--- src/rtl/dqm_pkg.sv ---
package dqm_pkg;
  typedef enum logic [1:0] {ST_IDLE, ST_UP, ST_RUN, ST_DN} burst_st_t;

  // {X,Y} -> phase step in units of pi/4
  function automatic logic [2:0] dibit_step(input logic [1:0] d);
    case (d)
      2'b00:   return 3'd1;
      2'b01:   return 3'd3;
      2'b11:   return 3'd5;
      default: return 3'd7;
    endcase
  endfunction
endpackage

--- src/rtl/dqm_tick.sv ---
module dqm_tick #(
  parameter int DIV = 16
) (
  input  logic clk,
  input  logic rst,
  output logic tick
);
  localparam int CW = (DIV > 1) ? $clog2(DIV) : 1;
  logic [CW-1:0] cnt;

  always_ff @(posedge clk) begin
    if (rst || cnt == CW'(DIV - 1)) cnt <= '0;
    else                            cnt <= cnt + 1'b1;
  end

  assign tick = (cnt == CW'(DIV - 1));
endmodule

--- src/rtl/dqm_dibit.sv ---
module dqm_dibit (
  input  logic       clk,
  input  logic       rst,
  input  logic       flush,
  input  logic       bit_valid,
  input  logic       bit_data,
  input  logic       take,
  output logic       pend,
  output logic [1:0] dibit
);
  logic half;
  logic xbit;

  always_ff @(posedge clk) begin
    if (rst || flush) begin
      half  <= 1'b0;
      xbit  <= 1'b0;
      pend  <= 1'b0;
      dibit <= 2'b00;
    end else begin
      if (take) pend <= 1'b0;
      if (bit_valid) begin
        if (!half) begin
          xbit <= bit_data;
          half <= 1'b1;
        end else begin
          dibit <= {xbit, bit_data};
          pend  <= 1'b1;
          half  <= 1'b0;
        end
      end
    end
  end

  // bits seen outside the running state leave nothing behind
  a_r6_flush_clears: assert property (@(posedge clk) disable iff (rst)
    flush |=> (!pend && !half));
endmodule

--- src/rtl/dqm_point.sv ---
module dqm_point #(
  parameter int W        = 10,
  parameter int AXIS     = 400,
  parameter int DIAG     = 283,
  parameter int RAMP_LEN = 8,
  localparam int LVW     = $clog2(RAMP_LEN) + 1
) (
  input  logic [2:0]            idx,
  input  logic [LVW-1:0]        lvl,
  output logic signed [W-1:0]   pi,
  output logic signed [W-1:0]   pq
);
  localparam int SH = $clog2(RAMP_LEN);
  localparam int PW = W + LVW + 1;
  localparam logic signed [W-1:0] AX = W'(AXIS);
  localparam logic signed [W-1:0] DG = W'(DIAG);

  logic signed [W-1:0]  bi, bq;
  logic signed [PW-1:0] prod_i, prod_q, lv_s;

  always_comb begin
    case (idx)
      3'd0: begin bi = AX;     bq = '0;     end
      3'd1: begin bi = DG;     bq = DG;     end
      3'd2: begin bi = '0;     bq = AX;     end
      3'd3: begin bi = -DG;    bq = DG;     end
      3'd4: begin bi = -AX;    bq = '0;     end
      3'd5: begin bi = -DG;    bq = -DG;    end
      3'd6: begin bi = '0;     bq = -AX;    end
      default: begin bi = DG;  bq = -DG;    end
    endcase
  end

  assign lv_s   = $signed({{(W+1){1'b0}}, lvl});
  assign prod_i = $signed({{(LVW+1){bi[W-1]}}, bi}) * lv_s;
  assign prod_q = $signed({{(LVW+1){bq[W-1]}}, bq}) * lv_s;
  assign pi     = W'(prod_i >>> SH);
  assign pq     = W'(prod_q >>> SH);
endmodule

--- src/rtl/dqpsk_mapper.sv ---
module dqpsk_mapper #(
  parameter int W        = 10,
  parameter int DIV      = 16,
  parameter int RAMP_LEN = 8,
  parameter int AXIS     = 400,
  parameter int DIAG     = 283,
  parameter int LIMIT    = 450
) (
  input  logic                clk,
  input  logic                rst,
  input  logic                bypass,
  input  logic                burst_req,
  input  logic                bit_valid,
  input  logic                bit_data,
  input  logic signed [W-1:0] ext_i,
  input  logic signed [W-1:0] ext_q,
  output logic signed [W-1:0] i_out,
  output logic signed [W-1:0] q_out,
  output logic                smp_valid
);
  import dqm_pkg::*;

  localparam int LVW = $clog2(RAMP_LEN) + 1;
  localparam logic signed [W-1:0] LIM_P = W'(LIMIT);
  localparam logic signed [W-1:0] LIM_N = -LIM_P;

  burst_st_t      st;
  logic [2:0]     phase, phase_sel;
  logic [LVW-1:0] level, level_sel;
  logic           tick, pend, take, flush;
  logic [1:0]     dibit;
  logic signed [W-1:0] li, lq;

  function automatic logic signed [W-1:0] clamp(input logic signed [W-1:0] v);
    if (v > LIM_P)      return LIM_P;
    else if (v < LIM_N) return LIM_N;
    else                return v;
  endfunction

  dqm_tick #(.DIV(DIV)) u_tick (.clk(clk), .rst(rst), .tick(tick));

  assign flush = bypass || (st != ST_RUN);
  assign take  = tick && !bypass && (st == ST_RUN) && burst_req && pend;

  dqm_dibit u_dibit (
    .clk(clk), .rst(rst), .flush(flush), .bit_valid(bit_valid),
    .bit_data(bit_data), .take(take), .pend(pend), .dibit(dibit)
  );

  assign phase_sel = take ? (phase + dibit_step(dibit)) : phase;
  assign level_sel = (st == ST_RUN && !burst_req) ? LVW'(RAMP_LEN - 1) : level;

  dqm_point #(.W(W), .AXIS(AXIS), .DIAG(DIAG), .RAMP_LEN(RAMP_LEN)) u_point (
    .idx(phase_sel), .lvl(level_sel), .pi(li), .pq(lq)
  );

  always_ff @(posedge clk) begin
    if (rst) begin
      st        <= ST_IDLE;
      phase     <= '0;
      level     <= '0;
      i_out     <= '0;
      q_out     <= '0;
      smp_valid <= 1'b0;
    end else begin
      smp_valid <= 1'b0;
      if (tick) begin
        if (bypass) begin
          i_out     <= clamp(ext_i);
          q_out     <= clamp(ext_q);
          smp_valid <= 1'b1;
          st        <= ST_IDLE;
          level     <= '0;
        end else begin
          case (st)
            ST_IDLE: begin
              i_out <= '0;
              q_out <= '0;
              if (burst_req) begin
                st        <= ST_UP;
                phase     <= '0;
                level     <= LVW'(1);
                smp_valid <= 1'b1;
              end
            end
            ST_UP: begin
              i_out <= li; q_out <= lq; smp_valid <= 1'b1;
              if (level == LVW'(RAMP_LEN - 1)) begin
                st    <= ST_RUN;
                level <= LVW'(RAMP_LEN);
              end else level <= level + 1'b1;
            end
            ST_RUN: begin
              i_out <= li; q_out <= lq; smp_valid <= 1'b1;
              phase <= phase_sel;
              if (!burst_req) begin
                st    <= ST_DN;
                level <= LVW'(RAMP_LEN - 2);
              end
            end
            default: begin
              i_out <= li; q_out <= lq; smp_valid <= 1'b1;
              if (level == '0) st <= ST_IDLE;
              else             level <= level - 1'b1;
            end
          endcase
        end
      end
    end
  end

  // output words stay inside the calibration headroom
  a_r3_range: assert property (@(posedge clk) disable iff (rst)
    smp_valid |-> (i_out <= LIM_P && i_out >= LIM_N && q_out <= LIM_P && q_out >= LIM_N));

  // a burst always opens from phase index 0
  a_r4_phase_zero: assert property (@(posedge clk) disable iff (rst)
    (st == ST_UP && $past(st) == ST_IDLE) |-> (phase == 3'd0));

  // phase frozen while ramping
  a_r6_freeze: assert property (@(posedge clk) disable iff (rst)
    ((st == ST_UP || st == ST_DN) && $past(st) == st) |-> $stable(phase));

  // strobe lasts a single clock
  a_r8_strobe_pulse: assert property (@(posedge clk) disable iff (rst)
    smp_valid |=> !smp_valid);

  // idle without bypass stays silent
  a_r5_idle_silent: assert property (@(posedge clk) disable iff (rst)
    (st == ST_IDLE && $past(st) == ST_IDLE && !$past(bypass)) |-> !smp_valid);
endmodule

--- config.mk ---
export PLATFORM = sky130hd
export DESIGN_NAME = dqpsk_mapper
export DESIGN_NICKNAME = d
export VERILOG_FILES = /design/src/rtl/dqm_pkg.sv /design/src/rtl/dqm_tick.sv /design/src/rtl/dqm_dibit.sv /design/src/rtl/dqm_point.sv /design/src/rtl/dqpsk_mapper.sv
export SDC_FILE = /design/constraint.sdc
export NUM_CORES = 1
export LEC_CHECK = 0
export ABC_AREA = 1
export BUFFER_PORTS_ARGS = -buffer_cell sky130_fd_sc_hd__buf_2
export CAP_MARGIN = 20
export CORE_MARGIN = 4
export CORE_UTILIZATION = 47
export CTS_CLUSTER_DIAMETER = 150
export DETAILED_ROUTE_END_ITERATION = 8
export GPL_TIMING_DRIVEN = 1
export PLACE_DENSITY = 0.74
export SYNTH_ARGS = -nofsm -noshare
export SYNTH_HDL_FRONTEND = slang
export SYNTH_HIERARCHICAL = 1
export SYNTH_SLANG_ARGS = --single-unit
--- constraint.sdc ---
create_clock -name clk -period 8.2 [get_ports clk]
set_input_delay 1.23 -clock clk [delete_from_list [all_inputs] [get_ports clk]]
set_output_delay 1.23 -clock clk [all_outputs]
set_load 0.01 [all_outputs]
# After elaboration in Yosys (flattened, before gate mapping)
# Index checks and enable logic that the tools add are counted.
word_totals:
  output_inout_bits: 21
  reg_bits: 39
  input_bits: 26
  wordCells: 102
op_classes:
  bitwise_logic: 3
  muxes: 34
  order_cmp: 4
  reduce_logical: 26
  add_sub_neg: 4
  multipliers: 2
  n_eq_ne: 18
op_table:
  columns: ["cell", "count"]
  rows:
  - ["2-to-1 mux 10 bit", 8]
  - ["one-hot mux 10 bit (4 select lines)", 2]
  - ["multiplier 10 x 5 -> 13 bit", 2]
  - ["2-to-1 mux 4 bit", 6]
  - ["greater-than comparator 10 bit (second input constant)", 2]
  - ["less-than comparator 10 bit (second input constant)", 2]
  - ["one-hot mux 4 bit (3 select lines)", 1]
  - ["2-to-1 mux 2 bit", 5]
  - ["OR reduction 2 bit", 5]
  - ["equality test 3 bit (second input constant)", 3]
  - ["!= test 3 bit (second input constant)", 3]
  - ["one-hot mux 3 bit (3 select lines)", 1]
  - ["adder 4 x 1 -> 4 bit (second input constant)", 2]
  - ["AND reduction 4 bit", 2]
  - ["2-to-1 mux 1 bit", 7]
  - ["equality test 3 x 2 -> 1 bit (second input constant)", 2]
  - ["2-to-1 mux 3 bit", 2]
  - ["one-hot mux 2 bit (3 select lines)", 1]
  - ["one-hot mux 3 bit (2 select lines)", 1]
  - ["logical AND 1 bit", 5]
  - ["!= test 5 x 3 -> 1 bit (second input constant)", 1]
  - ["AND reduction 5 bit", 1]
  - ["nonzero test 5 bit", 1]
  - ["equality test 2 x 1 -> 1 bit (second input constant)", 2]
  - ["15 further kinds", 24]

# Depth between registers and ports, before layout
depth:
  ltp_word: 12
  mapped_depth: 31
  ltp_nobuf: 31

# By module
# The synthesis kept the hierarchy.
modules_own_cells:
  columns: ["mod", "n_inst", "seq_area_each_um2", "cells_per_inst", "area_each_um2"]
  rows:
  - ["dqm_point", 1, 0.0, 432, 2783.9]
  - ["dqpsk_mapper", 1, 600.6, 293, 1933.1]
  - ["dqm_dibit", 1, 100.1, 26, 193.9]
  - ["dqm_tick", 1, 80.1, 18, 160.2]

# Worst setup path after synthesis
# OpenSTA, ideal clock, no wires.
synth_timing:
  kind: "input-to-reg"
  start: "input bypass"
  end: "register i_out[8]"
  path_slack_ns: 2.967
  n_path_buf: 0
  arrival_ns: 5.106
  t_required_ns: 8.072
  setup_ns: 0.128
  stages: 25
  path_cell_list: "inv_2 -> nand3_1 -> nor2_4 -> nand2_1 -> nand2_1 -> nand2_1 -> inv_2 -> nand2_2 -> o21ai_2 -> inv_1 -> nor2_1 -> ha_1 -> fa_1 -> inv_1 -> fa_1 -> inv_1 -> ha_1 -> a21oi_1 -> o21ai_0 -> a21oi_1 -> nand2_1 -> nand2_1 -> nand2_1 -> a221oi_1 -> a21oi_1"
synth_between:
  elab_chain_len: 12
  word_cells_on_any_way: 18
  cone_classes: "1 x mul; 5 x eq/ne; 4 x mux; 8 x reduce/logical"
synth_lines:
  columns: ["element", "line", "text"]
  rows:
  - ["from (decl)", "dqpsk_mapper.sv:11", "input logic bypass,"]
  - ["zero test 1 bit (*)", "dqpsk_mapper.sv:43", "assign take = tick && !bypass && (st == ST_RUN) && burst_req && pend;"]
  - ["logical AND 1 bit (*) (4 in series)", "dqpsk_mapper.sv:43", null]
  - ["via take", "dqpsk_mapper.sv:30", "logic tick, pend, take, flush;"]
  - ["2-to-1 mux 3 bit (*)", "dqpsk_mapper.sv:50", "assign phase_sel = take ? (phase + dibit_step(dibit)) : phase;"]
  - ["via phase_sel[2]", "dqpsk_mapper.sv:28", "logic [2:0] phase, phase_sel;"]
  - ["equality test 3 x 2 -> 1 bit or equality test 3 bit (tied branches)", "dqm_point.sv:22", "case (idx)"]
  - ["OR reduction 2 bit (no source line)", null, null]
  - ["one-hot mux 10 bit (4 select lines) (*)", "dqm_point.sv:22", null]
  - ["multiplier 10 x 5 -> 13 bit (*)", "dqm_point.sv:35", "assign prod_i = $signed({{(LVW+1){bi[W-1]}}, bi}) * lv_s;"]
  - ["via li[8]", "dqpsk_mapper.sv:32", "logic signed [W-1:0] li, lq;"]
  - ["2-to-1 mux 10 bit (*)", "dqpsk_mapper.sv:75", "case (st)"]
  - ["2-to-1 mux 10 bit (*)", "dqpsk_mapper.sv:68", "if (bypass) begin"]
  - ["to (signal assigned)", "dqpsk_mapper.sv:69", "i_out <= clamp(ext_i);"]
  - ["to (decl)", "dqpsk_mapper.sv:17", "output logic signed [W-1:0] i_out,"]
# The timed path passes the listed nets; every way through them passes the cells marked *.
# A chain may end at the register's enable or synchronous reset.

# Worst setup path in the final report
# Ends and elaborated chain as after synthesis.

==> impl_metrics.csv <==
group,metric,value,unit
floorplanning,top_level_ports,47,
placed_design,place.gp.congestion,0.925,
sta,share_of_the_clock_period_used_by_the_worst_path,0.794,
synth,dominant_combinational_cell_family_by_area_after_synthesis,"simple AND/OR/NAND/NOR gates",
pwr,p_sw_frac,0.263,
setup_path,cp-start-kind,"input pin",
sta,report.final.setup_viol,0,
finish,syn_to_final_growth,8.78,%
synth,synthTopCellsByArea,"dfxtp_1 (15%), fa_1 (15%), ha_1 (13%), nand2_1 (12%), inv_1 (11%)",
grt,grt_remaining_overflow,0,
floorplanning,initial_util,0.487,
sta,slew_headroom,0.304,
clock_network,cts_setup_buffers,0,
setup_path,cp_slowest_cell,"xor2_1",
setup_path,worst_path_dominant_cell_family,"adder cells",
pwr,total_leakage_power,3.03,nW
floorplanning,core_area,10400,µm²
route,remaining_drc_errors,0,
synth,post-synth-top-area-fraction,0.154,
finish,post-route-cell-area,5520,µm²
floorplanning,site_rows,37,
pwr,pwr_density_cell,66.6,nW/µm²
grt,first_global_vias,4580,
route,vias_per_cell,5.01,
setup_path,critPathArrivalTime,6700,ps
finish,most_frequent_cells_in_the_layout,"nand2_1 (158), inv_1 (146), nor2_1 (103), a21oi_1 (61), ha_1 (52)",
synth,synth_compound_gate_area_share,0.134,
pwr,pwr-share-comb,0.087,
job,maxcap_viol_count,0,
synth,area_share_of_fa_ha_maj_cells_after_synthesis,0.274,
route,drt_pre_antenna_iters,6,
synth,synth.area.mux_share,0,
synth,yosys.area.top_type,"dfxtp_1",
sta,timing_worst_slew_pin_value,1040,ps
clock_network,tritoncts,"built",
status,outcome,"finished, final reports clean",
setup_path,r2r_cells,25,
placed_design,buffer_ports.inserted,46,
clock_network,clock_insertion_delay_worst_skew,300,ps
setup_path,critical_path_cell_count,23,
finish,final_common_cell,"nand2_1",
pwr,seqPwrFrac,0.521,
floorplanning,die_height,112,µm
floorplanning,fp.dieArea,12500,µm²
clock_network,cts.clk_slew.worst_paths,80,ps
min_path,holdPathStages,1,
synth,mappedNetlistArea,5070,µm²
synth,post_synth.cell_area_avg,6.59,µm²
sta,final_hold_viol_count,0,
finish,finalNonFillerCells,947,
finish,layout-drive-gt1-share,0.107,
synth,synth_cell_type_count,43,
placed_design,post_place_cell_area,5420,µm²
clock_network,cts_repair_resize_count,0,
synth,post_synth_inst_count,769,
pwr,design_power_total,367,µW
setup_path,path_cells,"buf_2 -> inv_2 -> nand3_1 -> nor2_4 -> xor2_1 -> inv_1 -> o21ai_2 -> inv_1 -> nor2_1 -> ha_1 -> fa_1 -> inv_1 -> fa_1 -> inv_1 -> ha_1 -> a21oi_1 -> o21ai_0 -> a21oi_1 -> nand2_1 -> nand2_1 -> nand2_1 -> a221oi_1 -> a21oi_1",
clock_network,cts_buffer_depth,2,
synth,synthXorXnorAreaFrac,0.0242,
grt,grt_max_degree,26,
setup_path,timing.setup.critical_path_class,"in2reg",
clock_network,cts.sinks,39,
pwr,peak_supply_drop,102,µV
synth,synth_nets,884,
sta,timing.clock.skew,6.25,ps
synth,ys_seq_elements,39,
pwr,net-switching-power,96.6,µW
clock_network,htree_num_levels,2,
setup_path,critPathMaxFanout,20,
route,detailroute.via_count,4741,
setup_path,highest_cell_delay_on_the_worst_timing_path,830,ps
placed_design,place_hpwl,9.46,mm
sta,report.final.slew_viol_count,0,
floorplanning,die_width,112,µm
clock_network,ctsRootBufferMaster,"clkbuf_8",
sta,fin_crit,6510,ps
route,antenna_left,0,
sta,rsz0062_at_grt,"false",
finish,diodes,0,
placed_design,place_inst,939,
clock_network,cts_hold_buf,0,
grt,antenna_violations_before_repair,0,
pwr,power_frac_clock,0.392,
grt,global_route.usage.total,0.191,
synth,synth_seq_area_share,0.154,
setup_path,critPathCaptureType,"flip-flop",
sta,fmax,0.154,GHz
synth,synth-simple-area-share,0.286,
min_path,holdCritPathClass,"reg2reg",
route,wl_per_cell,12.0,µm
pwr,p_int,271,µW
clock_network,cts_inserted_buffers,5,
finish,final_net_count,925,
setup_path,critPathMostFrequentCell,"inv_1",
route,drt_first_iter_violations,421,
setup_path,cp.required,8390,ps
setup_path,timing.critical_path.buf_inv,6,
sta,setup_total_negative_slack,0,ps
grt,grt_first_pass_wirelength,20.4,mm
synth,yosysWarnings,6,
route,wirelength,11.4,mm
metrics by stage:
stage	setup slack (ps)	utilization	hold slack (ps)
2_1_floorplan	2970	-	430
3_3_place_gp	1590	0.520	447
3_5_place_dp	1420	0.520	454
4_1_cts	1750	0.530	471
5_1_grt	1200	0.530	485
6_report	1690	0.530	468
power by group through the flow:
| stage | sequential, mW | combinational (mW) | clock, mW |
|---|---|---|---|
| 2_1_floorplan | 0.196 | 0.0192 | 0 |
| 3_3_place_gp | 0.196 | 0.0311 | 0 |
| 3_5_place_dp | 0.196 | 0.0313 | 0 |
| 4_1_cts | 0.191 | 0.0314 | 0.149 |
| 5_1_grt | 0.192 | 0.0360 | 0.156 |
| 6_report | 0.191 | 0.0318 | 0.144 |
area by class of cell:
class,instances,area (µm²)
clock buffers,6,82.6
clock inverters,2,16.3
fillers,1071,4900
inverters,154,579
multi-input cells,562,3640
flip-flops and latches,39,781
well taps,136,170
repair buffers,48,245
synthesized netlist by cell type (all sizes together):
cell / n
nor3b: 2
clkbuf: 9
buf: 5
nor3: 6
o41ai: 2
inv: 152
a22oi: 1
a211oi: 2
nand3b: 3
a21boi: 3
clkinv: 2
a21o: 1
xor2: 8
or2: 1
nand3: 45
o21ai: 41
nand2: 167
nand4: 4
nor2: 110
xnor2: 6
a221oi: 6
ha: 52
o21bai: 1
dfxtp: 39
o21a: 2
fa: 37
a21oi: 61
o2111ai: 1
worst paths after layout:
path / start / end / slack, ps
worst max-delay path: bypass / i_out[8]$_SDFFE_PP0P_ / 1690
worst min-delay path: u_tick/cnt[0]$_SDFF_PP0_ / u_tick/cnt[0]$_SDFF_PP0_ / 470
worst max register to register: u_tick/cnt[0]$_SDFF_PP0_ / i_out[8]$_SDFFE_PP0P_ / 2160
worst min register to register: u_tick/cnt[0]$_SDFF_PP0_ / u_tick/cnt[0]$_SDFF_PP0_ / 470
registers in the layout, summed over array words and instances (netlist names):
name	flops
u_dibit/half	1
u_dibit/xbit	1
q_out	10
u_tick/cnt	4
u_dibit/pend	1
phase	3
i_out	10
smp_valid	1
st	2
u_dibit/dibit	2
level	4
kinds of logic (layout without fill, tap and decap cells):
family / Yosys count / in the layout
AND/OR/NAND/NOR: 338 / 338
buffers and inverters: 168 / 210
AO/OA/AOI/OAI: 121 / 121
adder cells (fa/ha/maj): 89 / 89
flip-flops: 39 / 39
XOR/XNOR: 14 / 14
routing by layer:
| metal | track usage | up-vias | share of wire |
|---|---|---|---|
| met5 | 0 | - | 0 |
| met4 | 0.0519 | 0 | 0.021 |
| met3 | 0.0245 | 20 | 0.047 |
| met2 | 0.321 | 107 | 0.47 |
| met1 | 0.257 | 2116 | 0.46 |
| li1 | - | 2498 | - |
No activity file was read; power rests on OpenSTA's default activity.
